===== src/rtl/sb_pkg.sv =====
package sb_pkg;
  localparam int LAT_W  = 6;
  localparam int HOLD_W = 2;
  localparam int CALL_LAT = 32;

  typedef enum logic [3:0] {
    CLS_ALU         = 4'd0,
    CLS_ALU_SHC     = 4'd1,
    CLS_ALU_SHR     = 4'd2,
    CLS_MUL32       = 4'd3,
    CLS_MUL64       = 4'd4,
    CLS_MUL16       = 4'd5,
    CLS_MUL16_ACC64 = 4'd6,
    CLS_MUL_MSW     = 4'd7,
    CLS_LD_WORD     = 4'd8,
    CLS_LD_BYTE     = 4'd9,
    CLS_LD_MULTI    = 4'd10,
    CLS_STORE       = 4'd11,
    CLS_BRANCH      = 4'd12,
    CLS_CALL        = 4'd13
  } cls_e;

  typedef enum logic [1:0] {
    ROLE_LATE  = 2'd0,
    ROLE_SHIFT = 2'd1,
    ROLE_ADDR  = 2'd2,
    ROLE_MUL   = 2'd3
  } role_e;

  typedef struct packed {
    logic [LAT_W-1:0]  lat;
    logic              br_fast;
    logic [HOLD_W-1:0] hold;
  } cls_info_t;
endpackage


===== src/rtl/sb_lat_table.sv =====
module sb_lat_table
  import sb_pkg::*;
(
  input  logic [3:0] cls_i,
  output cls_info_t  info_o
);
  always_comb begin
    info_o = '{lat: LAT_W'(2), br_fast: 1'b1, hold: '0};
    case (cls_e'(cls_i))
      CLS_ALU, CLS_ALU_SHC: info_o = '{lat: LAT_W'(2), br_fast: 1'b1, hold: HOLD_W'(0)};
      CLS_ALU_SHR:          info_o = '{lat: LAT_W'(3), br_fast: 1'b1, hold: HOLD_W'(1)};
      CLS_MUL32:            info_o = '{lat: LAT_W'(4), br_fast: 1'b0, hold: HOLD_W'(1)};
      CLS_MUL64:            info_o = '{lat: LAT_W'(5), br_fast: 1'b0, hold: HOLD_W'(2)};
      CLS_MUL16:            info_o = '{lat: LAT_W'(3), br_fast: 1'b0, hold: HOLD_W'(0)};
      CLS_MUL16_ACC64:      info_o = '{lat: LAT_W'(4), br_fast: 1'b0, hold: HOLD_W'(1)};
      CLS_MUL_MSW:          info_o = '{lat: LAT_W'(4), br_fast: 1'b0, hold: HOLD_W'(1)};
      CLS_LD_WORD:          info_o = '{lat: LAT_W'(3), br_fast: 1'b1, hold: HOLD_W'(0)};
      CLS_LD_BYTE:          info_o = '{lat: LAT_W'(4), br_fast: 1'b0, hold: HOLD_W'(0)};
      CLS_LD_MULTI:         info_o = '{lat: LAT_W'(4), br_fast: 1'b1, hold: HOLD_W'(0)};
      CLS_STORE, CLS_BRANCH: info_o = '{lat: LAT_W'(0), br_fast: 1'b0, hold: HOLD_W'(0)};
      CLS_CALL:             info_o = '{lat: LAT_W'(CALL_LAT), br_fast: 1'b0, hold: HOLD_W'(0)};
      default:              info_o = '{lat: LAT_W'(2), br_fast: 1'b1, hold: HOLD_W'(0)};
    endcase
  end
endmodule


===== src/rtl/sb_cnt_bank.sv =====
module sb_cnt_bank #(
  parameter  int NUM_REGS = 16,
  parameter  int CNT_W    = 6,
  localparam int IDX_W    = $clog2(NUM_REGS)
) (
  input  logic             clk_i,
  input  logic             rst_ni,
  input  logic             wr_en_i,
  input  logic [IDX_W-1:0] wr_idx_i,
  input  logic [CNT_W-1:0] wr_cnt_i,
  input  logic             wr_fast_i,
  output logic [CNT_W-1:0] cnt_o  [NUM_REGS],
  output logic             fast_o [NUM_REGS]
);
  for (genvar r = 0; r < NUM_REGS; r++) begin : g_reg
    logic hit;
    assign hit = wr_en_i && (wr_idx_i == IDX_W'(r));
    always_ff @(posedge clk_i or negedge rst_ni) begin
      if (!rst_ni) begin
        cnt_o[r]  <= '0;
        fast_o[r] <= 1'b0;
      end else if (hit) begin
        cnt_o[r]  <= wr_cnt_i;
        fast_o[r] <= wr_fast_i;
      end else if (cnt_o[r] != '0) begin
        cnt_o[r]  <= cnt_o[r] - 1'b1;
      end
    end
  end
endmodule


===== src/rtl/sb_src_check.sv =====
module sb_src_check
  import sb_pkg::*;
#(
  parameter  int NUM_REGS = 16,
  parameter  int CNT_W    = 6,
  localparam int IDX_W    = $clog2(NUM_REGS)
) (
  input  logic             en_i,
  input  logic [IDX_W-1:0] idx_i,
  input  logic [1:0]       role_i,
  input  logic             branch_i,
  input  logic [CNT_W-1:0] cnt_i  [NUM_REGS],
  input  logic             fast_i [NUM_REGS],
  output logic             ready_o
);
  logic [CNT_W-1:0] cnt;
  logic             slack;
  always_comb begin
    cnt   = cnt_i[idx_i];
    // branches take slack from the producer, others from their own role
    slack = branch_i ? fast_i[idx_i] : (role_e'(role_i) == ROLE_LATE);
    ready_o = !en_i || (cnt == '0) || (slack && cnt == CNT_W'(1));
  end
endmodule


===== src/rtl/sb_hold_ctr.sv =====
module sb_hold_ctr #(
  parameter int HOLD_W = 2
) (
  input  logic              clk_i,
  input  logic              rst_ni,
  input  logic              issue_i,
  input  logic [HOLD_W-1:0] hold_i,
  output logic              busy_o
);
  logic [HOLD_W-1:0] cnt_q;
  always_ff @(posedge clk_i or negedge rst_ni) begin
    if (!rst_ni)              cnt_q <= '0;
    else if (issue_i)         cnt_q <= hold_i;
    else if (cnt_q != '0)     cnt_q <= cnt_q - 1'b1;
  end
  assign busy_o = (cnt_q != '0);
endmodule


===== src/rtl/issue_scoreboard.sv =====
module issue_scoreboard
  import sb_pkg::*;
#(
  parameter  int NUM_REGS = 16,
  parameter  int NUM_SRC  = 3,
  localparam int IDX_W    = $clog2(NUM_REGS),
  localparam int CNT_W    = LAT_W
) (
  input  logic                     clk_i,
  input  logic                     rst_ni,
  input  logic                     valid_i,
  input  logic [3:0]               class_i,
  input  logic                     dst_en_i,
  input  logic [IDX_W-1:0]         dst_idx_i,
  input  logic [NUM_SRC-1:0]       src_en_i,
  input  logic [NUM_SRC*IDX_W-1:0] src_idx_i,
  input  logic [NUM_SRC*2-1:0]     src_role_i,
  output logic                     stall_o,
  output logic                     issue_o
);
  cls_info_t        info;
  logic [CNT_W-1:0] cnt_q  [NUM_REGS];
  logic             fast_q [NUM_REGS];
  logic [NUM_SRC-1:0] src_ready;
  logic             busy;
  logic             is_branch;
  logic             wr_en;
  logic [CNT_W-1:0] wr_cnt;

  sb_lat_table u_tab (.cls_i(class_i), .info_o(info));

  assign is_branch = (cls_e'(class_i) == CLS_BRANCH);

  for (genvar s = 0; s < NUM_SRC; s++) begin : g_src
    sb_src_check #(.NUM_REGS(NUM_REGS), .CNT_W(CNT_W)) u_chk (
      .en_i    (src_en_i[s]),
      .idx_i   (src_idx_i[s*IDX_W +: IDX_W]),
      .role_i  (src_role_i[s*2 +: 2]),
      .branch_i(is_branch),
      .cnt_i   (cnt_q),
      .fast_i  (fast_q),
      .ready_o (src_ready[s])
    );
  end

  sb_hold_ctr #(.HOLD_W(HOLD_W)) u_hold (
    .clk_i  (clk_i),
    .rst_ni (rst_ni),
    .issue_i(issue_o),
    .hold_i (info.hold),
    .busy_o (busy)
  );

  assign stall_o = valid_i && (busy || !(&src_ready));
  assign issue_o = valid_i && !stall_o;

  // counter holds cycles left until an early consumer may issue
  assign wr_en  = issue_o && dst_en_i && (info.lat != '0);
  assign wr_cnt = info.lat - 1'b1;

  sb_cnt_bank #(.NUM_REGS(NUM_REGS), .CNT_W(CNT_W)) u_bank (
    .clk_i    (clk_i),
    .rst_ni   (rst_ni),
    .wr_en_i  (wr_en),
    .wr_idx_i (dst_idx_i),
    .wr_cnt_i (wr_cnt),
    .wr_fast_i(info.br_fast),
    .cnt_o    (cnt_q),
    .fast_o   (fast_q)
  );
endmodule


===== config.mk =====
export PLATFORM = sky130hd
export DESIGN_NAME = issue_scoreboard
export DESIGN_NICKNAME = d
export VERILOG_FILES = /design/src/rtl/sb_pkg.sv /design/src/rtl/sb_lat_table.sv /design/src/rtl/sb_cnt_bank.sv /design/src/rtl/sb_src_check.sv /design/src/rtl/sb_hold_ctr.sv /design/src/rtl/issue_scoreboard.sv
export SDC_FILE = /design/constraint.sdc
export NUM_CORES = 1
export LEC_CHECK = 0
export BUFFER_PORTS_ARGS = -buffer_cell sky130_fd_sc_hd__buf_2
export CAP_MARGIN = 20
export CORE_AREA = 2 2 154 156
export CTS_CLUSTER_DIAMETER = 80
export DETAILED_ROUTE_END_ITERATION = 16
export DIE_AREA = 0 0 156 158
export GPL_TIMING_DRIVEN = 0
export PLACE_DENSITY = 0.54
export SKIP_CTS_REPAIR_TIMING = 1
export SLEW_MARGIN = 20
export SYNTH_ARGS = -nofsm -noshare
export SYNTH_HDL_FRONTEND = slang
export SYNTH_HIERARCHICAL = 1
export SYNTH_SLANG_ARGS = --single-unit

===== constraint.sdc =====
create_clock -name clk_i -period 5.94 [get_ports clk_i]
set_input_delay 1.188 -clock clk_i [delete_from_list [all_inputs] [get_ports clk_i]]
set_output_delay 1.188 -clock clk_i [all_outputs]
set_load 0.005 [all_outputs]

==> metrics.md, run 1 <==
| Metric | Value |
|---|---|
| Layout cells sized above 1 | `14.92%` |
| Core area | `23,050 um^2` |
| M2 GR Usage | `40.56%` |
| Wire per inst | `23.08 um` |
| Cells after Synth | `970` |
| GRT met1 Usage | `35.43%` |
| # setup viols final | `0` |
| Final min period | `5.464 ns` |
| Area of the multi-input gates | `5714 um^2` |
| # Max-Cap Violations | `0` |
| Final Max Slew Viols | `0` |
| Largest net degree at the start of global routing | `63` |
| TritonCTS clock tree | `done` |
| Final worst-path cycle share | `91.98%` |
| Clock buffer count from CTS | `17` |
| Post-synth ARST share | `100.0%` |
| Sequential cell fraction of total power | `35.8%` |
| Synthesis-stage register bit count | `114` |
| Placed cell area | `9653 um^2` |
| F_max | `183.0 MHz` |
| DRT antenna net count | `0` |
| Avg Synthesized Cell Area | `9.347 um^2` |
| TNS Setup | `0 ns` |
| Worst VDD drop | `0.0001727 V` |
| Global-route usage over all layers | `25.30%` |
| Final core occ | `44.53%` |
| CP Max Fanout | `10` |
| Prevailing post-synth register cell | `dfrtp_1` |
| Unrepaired setup endpoints after global routing | `no` |
| Layout Nets | `1,099` |
| Root Driver | `clkbuf_16` |
| Post-synthesis cell area | `9066 um^2` |
| Post-route cell area | `10,270 um^2` |
| H-tree depth | `4` |
| Logic gate share of total power | `42.1%` |
| Synth Warn # | `6` |
| Slew headroom | `18.81%` |
| # rows | `56` |
| Pint | `2857 uW` |
| DRC viols | `0` |
| Grt ovf | `0` |
| Clk slew on worst S/H paths | `0.06 ns` |
| Synth cell types | `60` |
| Dpl hpwl | `21,820 um` |
| Drt first-iter violations | `642` |
| IO Pins | `35` |
| Psw | `2090 uW` |
| Sequential Area | `2853 um^2` |
| Worst skew pair latency | `0.43 ns` |
| Static Leak | `0.003916 uW` |
| WS Path Type | `primary input to flip-flop` |
| Via count | `8,389` |
| I/O Buffers | `34` |
| Max Root-Sink Buffers | `2` |
| Initial Util | `39.33%` |
| Required @ worst endpoint | `6.24 ns` |
| Initial antenna violation count | `0` |
| Net Sw Frac | `42.25%` |
| Critical Path Sink Type | `flip-flop` |
| Antenna Diode Count | `0` |
| Clock power share | `22.1%` |
| Vias in the first global route | `7,919` |
| Gpl congestion | `0.8892` |
| Most common cell after layout, fill and taps aside | `dfrtp_1` |
| First-pass GRT wire length | `46,860 um` |
| Setup crit start kind | `primary input` |
| CTS Sinks | `114` |
| Post-synthesis sequential area ratio | `31.47%` |
| Die width | `156 um` |
| Worst Hold Class | `flip-flop to flip-flop` |
| Hold Worst Slack | `0.5394 ns` |
| Vias/cell | `6.312` |
| Data arrival time of the worst path | `5.76 ns` |
| Pwr dens | `481.8 nW/um^2` |
| Worst slew pin tran | `1.218 ns` |
| Final Hold Violating Endpoints | `0` |
| Met3 usage | `4.270%` |
| Layout area overhead | `13.23%` |
| Drt pass-1 iters | `7` |
| Full die area | `24,650 um^2` |
| Clock skew | `0.009897 ns` |
| Most frequent cells in the layout | `114 x dfrtp_1, 100 x nor3_1, 55 x o31ai_1, 53 x inv_1, 49 x nand3_1` |
| Die Y | `158 um` |
| Routed WL | `30,670 um` |
| GRT busiest layer | `met2` |
| Status | `finished, final reports clean` |
| Fillers | `2,253` |
| Post-synth EDFFs | `0` |
==> final cells by class <==
type,instances,area share (%)
clock inverters,12,1.523
well taps,290,3.534
flip-flops and latches,114,27.79
clock buffers,20,4.449
plain buffers,61,2.974
inverters,54,1.974
repair buffers,36,2.096
multi-input cells,742,55.66
==> power groups by stage <==
stage	Combinational, uW	Sequential [uW]	Clock, uW
2_1_floorplan	1670	1570	0
3_5_place_dp	2060	1770	0
4_1_cts	2070	1760	1110
6_report	2080	1770	1090
3_3_place_gp	2030	1770	0
5_1_grt	2320	1860	1140
==> flip-flops by register name (all words and copies together) (netlist names) <==
register	flops
u_hold/cnt_q	2
u_bank/fast_o	16
u_bank/cnt_o	96
==> path summary, 6_finish.rpt <==
path / slack, ns / startpoint / cells past startpoint / to
worst min register to register: 0.54 / u_bank/fast_o[12] / 1 / u_bank/fast_o[12]
min in group asynchronous: 0.67 / rst_ni / 1 / u_bank/cnt_o[20]
worst min-delay path: 0.54 / u_bank/fast_o[12] / 1 / u_bank/fast_o[12]
worst max register to register: 1.05 / u_bank/cnt_o[14] / 12 / u_bank/cnt_o[44]
max in group asynchronous: 4.59 / rst_ni / 2 / u_bank/cnt_o[86]
worst max-delay path: 0.48 / src_idx_i[9] / 14 / u_bank/cnt_o[44]
==> critical path: stages <==
cell	delay (ns)
buf_2	0.14
buf_6	0.16
clkbuf_1	0.34
o311ai_0	0.68
o311ai_0	0.41
a221oi_2	0.36
nand4b_1	0.30
nor2_1	0.45
and3_1	0.22
buf_2	0.17
nand3b_1	0.40
clkbuf_1	0.47
o22ai_1	0.34
o2bb2ai_1	0.11
==> layer usage <==
layer  vias up  wire length, um
li1       3906                -
met1      4157            14270
met2       291            14030
met3        35             1855
met4         0              524
met5         -                0
==> metrics by stage <==
stage                     instances  total power (uW)  worst slack (ns)
final                          1329              4946            0.4764
after global routing           1329              5324            0.3117
after CTS                      1329              4932            0.6325
after detailed placement       1297              3824            0.2587
after global placement         1295              3795           -0.3379
after floorplan                 971              3242             1.519
==> cells by family after synthesis <==
logic type,count (synthesis),synth area share [%]
fa+ha+maj,40,5.520
buf+inv,115,5.603
other cells,1,0.04136
mux,51,9.881
simple gates,372,23.68
compound gates,241,20.33
xor+xnor,36,3.478
flops,114,31.47
==> cells in the mapped netlist, types with 8 or more instances <==
| library cell | number | area (um^2) |
|---|---|---|
| o21ai_0 | 9 | 45.04 |
| nand2b_1 | 18 | 112.6 |
| a21oi_1 | 10 | 50.05 |
| or3_1 | 17 | 106.4 |
| o22ai_1 | 22 | 137.6 |
| buf_2 | 15 | 75.07 |
| o2bb2ai_1 | 30 | 262.8 |
| nand3_1 | 49 | 245.2 |
| nand4b_1 | 11 | 96.34 |
| mux4_1 | 15 | 394.1 |
| o311ai_0 | 21 | 183.9 |
| nor2_1 | 46 | 172.7 |
| clkbuf_1 | 36 | 135.1 |
| inv_1 | 53 | 198.9 |
| mux2_2 | 20 | 225.2 |
| nor4_1 | 20 | 125.1 |
| or4_1 | 25 | 187.7 |
| xnor2_1 | 33 | 289.0 |
| nand3b_1 | 9 | 67.56 |
| o21a_1 | 28 | 210.2 |
| a21bo_2 | 8 | 80.08 |
| nor3_1 | 101 | 505.5 |
| a31oi_1 | 29 | 181.4 |
| nor2b_1 | 8 | 50.05 |
| nand2_1 | 29 | 108.9 |
| ha_1 | 40 | 500.5 |
| o31ai_1 | 55 | 412.9 |
| mux4_2 | 9 | 202.7 |
| dfrtp_1 | 114 | 2853 |
No activity file was read; power rests on OpenSTA's default activity.
==> inputs of run 2 (changes only) <==
Settings changed: RECOVER_POWER from default to 100.
==> run 2 against run 1 <==
  * The run now ends with capacitance limit, slew limit left
  * Critical path depth up 1
  * Worst hold slack about the same
  * Clock skew up 0.0017 ns
  * Register-to-register slack about the same
  * Total power about the same
  * Critical endpoint is now u_bank/fast_o[2]
==> metrics.md, run 2 (synthesized netlist as in run 1, its figures left out) <==
| Metric | Value |
|---|---|
| # setup viols final | `0 (unchanged)` |
| CTS Sinks | `114 (unchanged)` |
| First-pass GRT wire length | `46,860 um (unchanged)` |
| Hold depth | `1 (unchanged)` |
| Root Driver | `clkbuf_16 (unchanged)` |
| Critical Path Sink Type | `flip-flop (unchanged)` |
| Final Hold Violating Endpoints | `0 (unchanged)` |
| Hold Worst Slack | `0.5393 ns (was 0.5394 ns)` |
| Final Max Slew Viols | `117 (was 0)` |
| Required @ worst endpoint | `6.25 ns (was 6.24 ns)` |
| # Max-Cap Violations | `2 (was 0)` |
| Routed WL | `30,640 um (was 30,670 um)` |
| Dpl hpwl | `21,820 um (unchanged)` |
| Placed cell count | `1,297 (unchanged)` |
| Clock buffer count from CTS | `17 (unchanged)` |
| Status | `complete, but fails checks (was finished, final reports clean)` |
| Full die area | `24,650 um^2 (unchanged)` |
| Layout cells sized above 1 | `14.34% (was 14.92%)` |
| Most frequent cells in the layout | `114 x dfrtp_1, 100 x nor3_1, 55 x o31ai_1, 53 x inv_1, 49 x nand3_1 (unchanged)` |
| Die Y | `158 um (unchanged)` |
| DRT antenna net count | `0 (unchanged)` |
| Static Leak | `0.003886 uW (was 0.003916 uW)` |
| Pwr dens | `483.8 nW/um^2 (was 481.8 nW/um^2)` |
| H-tree depth | `4 (unchanged)` |
| Vias/cell | `6.309 (was 6.312)` |
| Max Root-Sink Buffers | `2 (unchanged)` |
| Via count | `8,384 (was 8,389)` |
| Data arrival time of the worst path | `5.85 ns (was 5.76 ns)` |
| Setup crit start kind | `primary input (unchanged)` |
| I/O Buffers | `34 (unchanged)` |
| Initial antenna violation count | `0 (unchanged)` |
| Post-route cell area | `10,220 um^2 (was 10,270 um^2)` |
| Failing checks | `capacitance limit, slew limit` |
| Layout Nets | `1,099 (unchanged)` |
| Initial Util | `39.33% (unchanged)` |
| Wire per inst | `23.05 um (was 23.08 um)` |
| Worst VDD drop | `0.0001715 V (was 0.0001727 V)` |
| Grt ovf | `0 (unchanged)` |
| Largest net degree at the start of global routing | `63 (unchanged)` |
| Final worst-path cycle share | `93.28% (was 91.98%)` |
| Global-route usage over all layers | `25.30% (unchanged)` |
| TritonCTS clock tree | `done (unchanged)` |
| Worst slew pin tran | `3.045 ns (was 1.218 ns)` |
| # rows | `56 (unchanged)` |
| Critical path origin | `src_idx_i[9] (unchanged)` |
| Drt first-iter violations | `599 (was 642)` |
| Largest registers | `u_bank/cnt_o: 96 flops, u_bank/fast_o: 16 flops, u_hold/cnt_q: 2 flops (unchanged)` |
| Fillers | `2,260 (was 2,253)` |
| Reg2reg setup slack | `1.06 ns (was 1.05 ns)` |
| Final min period | `5.541 ns (was 5.464 ns)` |
| Placed cell area | `9653 um^2 (unchanged)` |
| Slew headroom | `-103.0% (was 18.81%)` |
| Hold Crit Start | `u_bank/fast_o[12] (unchanged)` |
| Drt pass-1 iters | `5 (was 7)` |
| Post-route insts no fill | `1,329 (unchanged)` |
| Clk slew on worst S/H paths | `0.06 ns (about the same)` |
| Worst Reg2Reg Path Length in Cells | `12 (unchanged)` |
| Clock skew | `0.01160 ns (was 0.009897 ns)` |
| WS Path Type | `primary input to flip-flop (unchanged)` |
| F_max | `180.5 MHz (was 183.0 MHz)` |
| Core area | `23,050 um^2 (unchanged)` |
| Worst skew pair latency | `0.43 ns (about the same)` |
| Antenna Diode Count | `0 (unchanged)` |
| Worst Hold Class | `flip-flop to flip-flop (unchanged)` |
| Layout area overhead | `12.75% (was 13.23%)` |
| Die width | `156 um (unchanged)` |
| IO Pins | `35 (unchanged)` |
| CP Max Fanout | `10 (unchanged)` |
| Gpl congestion | `0.8892 (unchanged)` |
| Vias in the first global route | `7,919 (unchanged)` |
| Max reg flops | `96 (unchanged)` |
| DRC viols | `0 (unchanged)` |
| Worst r2r src | `u_bank/cnt_o[14] (unchanged)` |
| Most common cell after layout, fill and taps aside | `dfrtp_1 (unchanged)` |
| Largest Register | `u_bank/cnt_o (unchanged)` |
| Unrepaired setup endpoints after global routing | `no (unchanged)` |
==> run 2: cell types whose count changed in the layout (fill, tap and decap cells not counted), sizes merged <==
cell / change
clkbuf: +7
buf: -7
==> run 2: area by class of cell <==
cell class	count	area (um^2)	share of cell area [%]
Clock inverter	12	156.4	1.530
Inverter	54	202.7	1.983
Timing Repair Buffer	36	178.9	1.750
Multi-Input combinational cell	742	5709	55.85
Tap cell	290	362.8	3.550
Clock buffer	20	456.7	4.468
Buffer	61	302.8	2.962
Sequential cell	114	2853	27.91
==> run 2: path summary, 6_finish.rpt <==
path	endpoint
max	u_bank/fast_o[2]
min	u_bank/fast_o[12]
max reg2reg	u_bank/fast_o[2]
min reg2reg	u_bank/fast_o[12]
max in group asynchronous	u_bank/cnt_o[29]
min in group asynchronous	u_bank/cnt_o[20]
==> run 2: metrics by stage <==
stage               util [%]  TNS, ns  worst slack (ns)  power (uW)
finish                 44.34        0            0.3991        4945
global route           44.34        0            0.1686        5320
CTS                    44.53        0            0.6325        4932
detailed placement     41.87        0            0.2587        3824
global placement       41.66   -11.32           -0.3379        3795
floorplan                  -        0             1.519        3242
==> run 2: routing by layer <==
metal	vias to the layer above	GRT usage, %	share of wire [%]
met5	-	0	0
met2	322	40.56	46
met3	43	4.270	6.9
met4	0	6.815	1.8
li1	3903	-	-
met1	4116	35.43	46
==> run 2: power by group <==
group          switching [uW]  internal [uW]  leakage, uW
Sequential                636           1140      0.00140
Combinational            1050           1040      0.00219
Clock                     409            683     0.000289
Total                    2090           2850      0.00389
==> run 2: worst max-delay path: stages <==
cell      delay [ns]
clkbuf_1        0.23
buf_6           0.22
clkbuf_1        0.60
nand3b_1        0.14
o311ai_0        0.21
o311ai_0        0.40
a221oi_2        0.38
nand4b_1        0.29
nor2_1          0.45
and3_1          0.22
buf_2           0.17
and3_1          0.28
clkbuf_1        0.48
nand2_1         0.24
mux2_2          0.32
==> inputs of run 3 (changes only) <==
Settings changed: CORE_AREA 2 2 154 156 to 2 2 132 134, DIE_AREA 0 0 156 158 to 0 0 134 136, PLACE_DENSITY 0.54 to 0.7.
==> run 3 against run 2 <==
  * Design area fell by 0.77%
  * The run still ends with capacitance limit, slew limit left
  * Sequential power barely moved
  * Worst hold slack improved by 0.015 ns
  * Critical path type unchanged
  * Global-route usage rose by 6.4 points
  * Sequential share of layout area rose by 0.22 points
  * Routed wire length fell by 7.4%
==> metrics.md, run 3 (synthesized netlist as in run 1, its figures left out) <==
| Metric | Value |
|---|---|
| Die Y | `136 um (was 158 um)` |
| Hold depth | `1 (unchanged)` |
| Final Max Slew Viols | `60 (was 117)` |
| Failing checks | `capacitance limit, slew limit (unchanged)` |
| Wire per inst | `22.47 um (was 23.05 um)` |
| Pre-CTS setup slack | `0.4083 ns (was 0.2587 ns)` |
| Worst Hold Class | `flip-flop to flip-flop (unchanged)` |
| Final min period | `5.492 ns (was 5.541 ns)` |
| Tot Pwr | `4948 uW (was 4945 uW)` |
| Clk slew on worst S/H paths | `0.06 ns (about the same)` |
| # Max-Cap Violations | `2 (unchanged)` |
| Most common cell after layout, fill and taps aside | `dfrtp_1 (unchanged)` |
| Status | `complete, but fails checks (unchanged)` |
| Clock skew | `0.009500 ns (was 0.01160 ns)` |
| Gpl congestion | `0.9359 (was 0.8892)` |
| Clock power share | `22.1% (about the same)` |
| H-tree depth | `4 (unchanged)` |
| Clock buffer count from CTS | `17 (unchanged)` |
| Critical Path Sink Type | `flip-flop (unchanged)` |
| DRT antenna net count | `0 (unchanged)` |
| Root Driver | `clkbuf_16 (unchanged)` |
| Max Root-Sink Buffers | `2 (unchanged)` |
| Grt ovf | `0 (unchanged)` |
| WS Path Type | `primary input to flip-flop (unchanged)` |
| Final Hold Violating Endpoints | `0 (unchanged)` |
| Data arrival time of the worst path | `5.80 ns (was 5.85 ns)` |
| Vias/cell | `6.764 (was 6.309)` |
| Initial Util | `53.72% (was 39.33%)` |
| Logic gate share of total power | `41.9% (was 42.1%)` |
| Worst skew pair latency | `0.42 ns (was 0.43 ns)` |
| Antenna Diode Count | `0 (unchanged)` |
| Max reg flops | `96 (unchanged)` |
| # setup viols final | `0 (unchanged)` |
| Drt first-iter violations | `945 (was 599)` |
| Layout area overhead | `11.88% (was 12.75%)` |
| Worst Reg2Reg Path Length in Cells | `12 (unchanged)` |
| # rows | `48 (was 56)` |
| Pwr dens | `487.8 nW/um^2 (was 483.8 nW/um^2)` |
| Worst slew pin tran | `3.282 ns (was 3.045 ns)` |
| Core area | `16,880 um^2 (was 23,050 um^2)` |
| TritonCTS clock tree | `done (unchanged)` |
| First-pass GRT wire length | `44,010 um (was 46,860 um)` |
| Layout cells sized above 1 | `14.16% (was 14.34%)` |
| Pint | `2890 uW (was 2854 uW)` |
| Full die area | `18,220 um^2 (was 24,650 um^2)` |
| Sequential cell fraction of total power | `36.0% (was 35.8%)` |
| F_max | `182.1 MHz (was 180.5 MHz)` |
| Routed WL | `28,380 um (was 30,640 um)` |
| Final WS setup | `0.4477 ns (was 0.3991 ns)` |
| Slew headroom | `-118.8% (was -103.0%)` |
| Initial antenna violation count | `0 (unchanged)` |
| IO Pins | `35 (unchanged)` |
| Static Leak | `0.003896 uW (was 0.003886 uW)` |
| Required @ worst endpoint | `6.24 ns (was 6.25 ns)` |
| Psw | `2059 uW (was 2092 uW)` |
| Fillers | `1,444 (was 2,260)` |
| CP Max Fanout | `10 (unchanged)` |
| Via count | `8,543 (was 8,384)` |
| Largest net degree at the start of global routing | `60 (was 63)` |
| Drt pass-1 iters | `8 (was 5)` |
| Net Sw Frac | `41.60% (was 42.30%)` |
| Dpl hpwl | `20,090 um (was 21,820 um)` |
| Vias in the first global route | `7,874 (was 7,919)` |
| Setup crit start kind | `primary input (unchanged)` |
| Layout Nets | `1,099 (unchanged)` |
| Final worst-path cycle share | `92.46% (was 93.28%)` |
| Die width | `134 um (was 156 um)` |
| Global-route usage over all layers | `31.68% (was 25.30%)` |
| DRC viols | `0 (unchanged)` |
| Largest registers | `u_bank/cnt_o: 96 flops, u_bank/fast_o: 16 flops, u_hold/cnt_q: 2 flops (unchanged)` |
| Unrepaired setup endpoints after global routing | `no (unchanged)` |
| Largest Register | `u_bank/cnt_o (unchanged)` |
| Worst VDD drop | `0.0002511 V (was 0.0001715 V)` |
| I/O Buffers | `34 (unchanged)` |
| CTS Sinks | `114 (unchanged)` |
| Most frequent cells in the layout | `114 x dfrtp_1, 100 x nor3_1, 55 x o31ai_1, 53 x inv_1, 49 x nand3_1 (unchanged)` |
run 3: per-layer routing:
metal,global-route usage (%),up-vias,wire (um)
met1,43.37,4159,12140
met2,48.01,416,12620
met5,0,-,0
li1,-,3879,-
met4,15.84,0,1237
met3,6.227,89,2377
run 3: final timing paths:
check                                  from          endpoint  slack [ns]
setup / recovery               src_idx_i[5]  u_bank/cnt_o[44]        0.45
hold / removal             u_bank/fast_o[2]  u_bank/fast_o[2]        0.55
setup reg to reg           u_bank/cnt_o[62]  u_bank/cnt_o[44]        1.14
hold reg to reg            u_bank/fast_o[2]  u_bank/fast_o[2]        0.55
max in group asynchronous            rst_ni  u_bank/cnt_o[65]        1.28
min in group asynchronous            rst_ni  u_bank/cnt_o[45]        1.86
run 3: worst max-delay path: stages:
cell and delay, ns:
clkbuf_1 0.22, buf_6 0.22, clkbuf_1 0.56, nand3b_1 0.13, o311ai_0 0.13, o311ai_0 0.39, a221oi_2 0.44, nand4b_1 0.29
nor2_1 0.40, and3_1 0.26, clkbuf_1 0.26, nand3b_1 0.43, clkbuf_1 0.44, o22ai_1 0.32, o2bb2ai_1 0.10
run 3: layout make-up:
| class | count | area [um^2] | share of cell area (%) |
|---|---|---|---|
| tap | 225 | 281.5 | 2.775 |
| inverter | 54 | 202.7 | 1.998 |
| sequential | 114 | 2853 | 28.12 |
| clock buffer | 20 | 456.7 | 4.502 |
| multi-input combinational | 742 | 5709 | 56.28 |
| timing repair buffer | 36 | 177.7 | 1.752 |
| buffer | 61 | 302.8 | 2.985 |
| clock inverter | 11 | 160.2 | 1.579 |
run 3: power groups by stage:
stage / combinational (uW) / sequential [uW] / clock [uW]
global placement: 1990 / 1750 / 0
CTS: 2050 / 1760 / 1100
global route: 2300 / 1850 / 1140
finish: 2070 / 1780 / 1090
floorplan: 1670 / 1570 / 0
detailed placement: 2040 / 1770 / 0
run 3: metrics by stage:
step	cells	hold slack [ns]	utilization [%]	area, um^2	setup TNS, ns
2_1_floorplan	971	0.4988	-	9070	0
3_3_place_gp	1230	0.5223	56.42	9522	-0.5268
3_5_place_dp	1232	0.5379	56.69	9568	0
4_1_cts	1263	0.5494	60.35	10180	0
5_1_grt	1263	0.5724	60.11	10140	0
6_report	1263	0.5540	60.11	10140	0
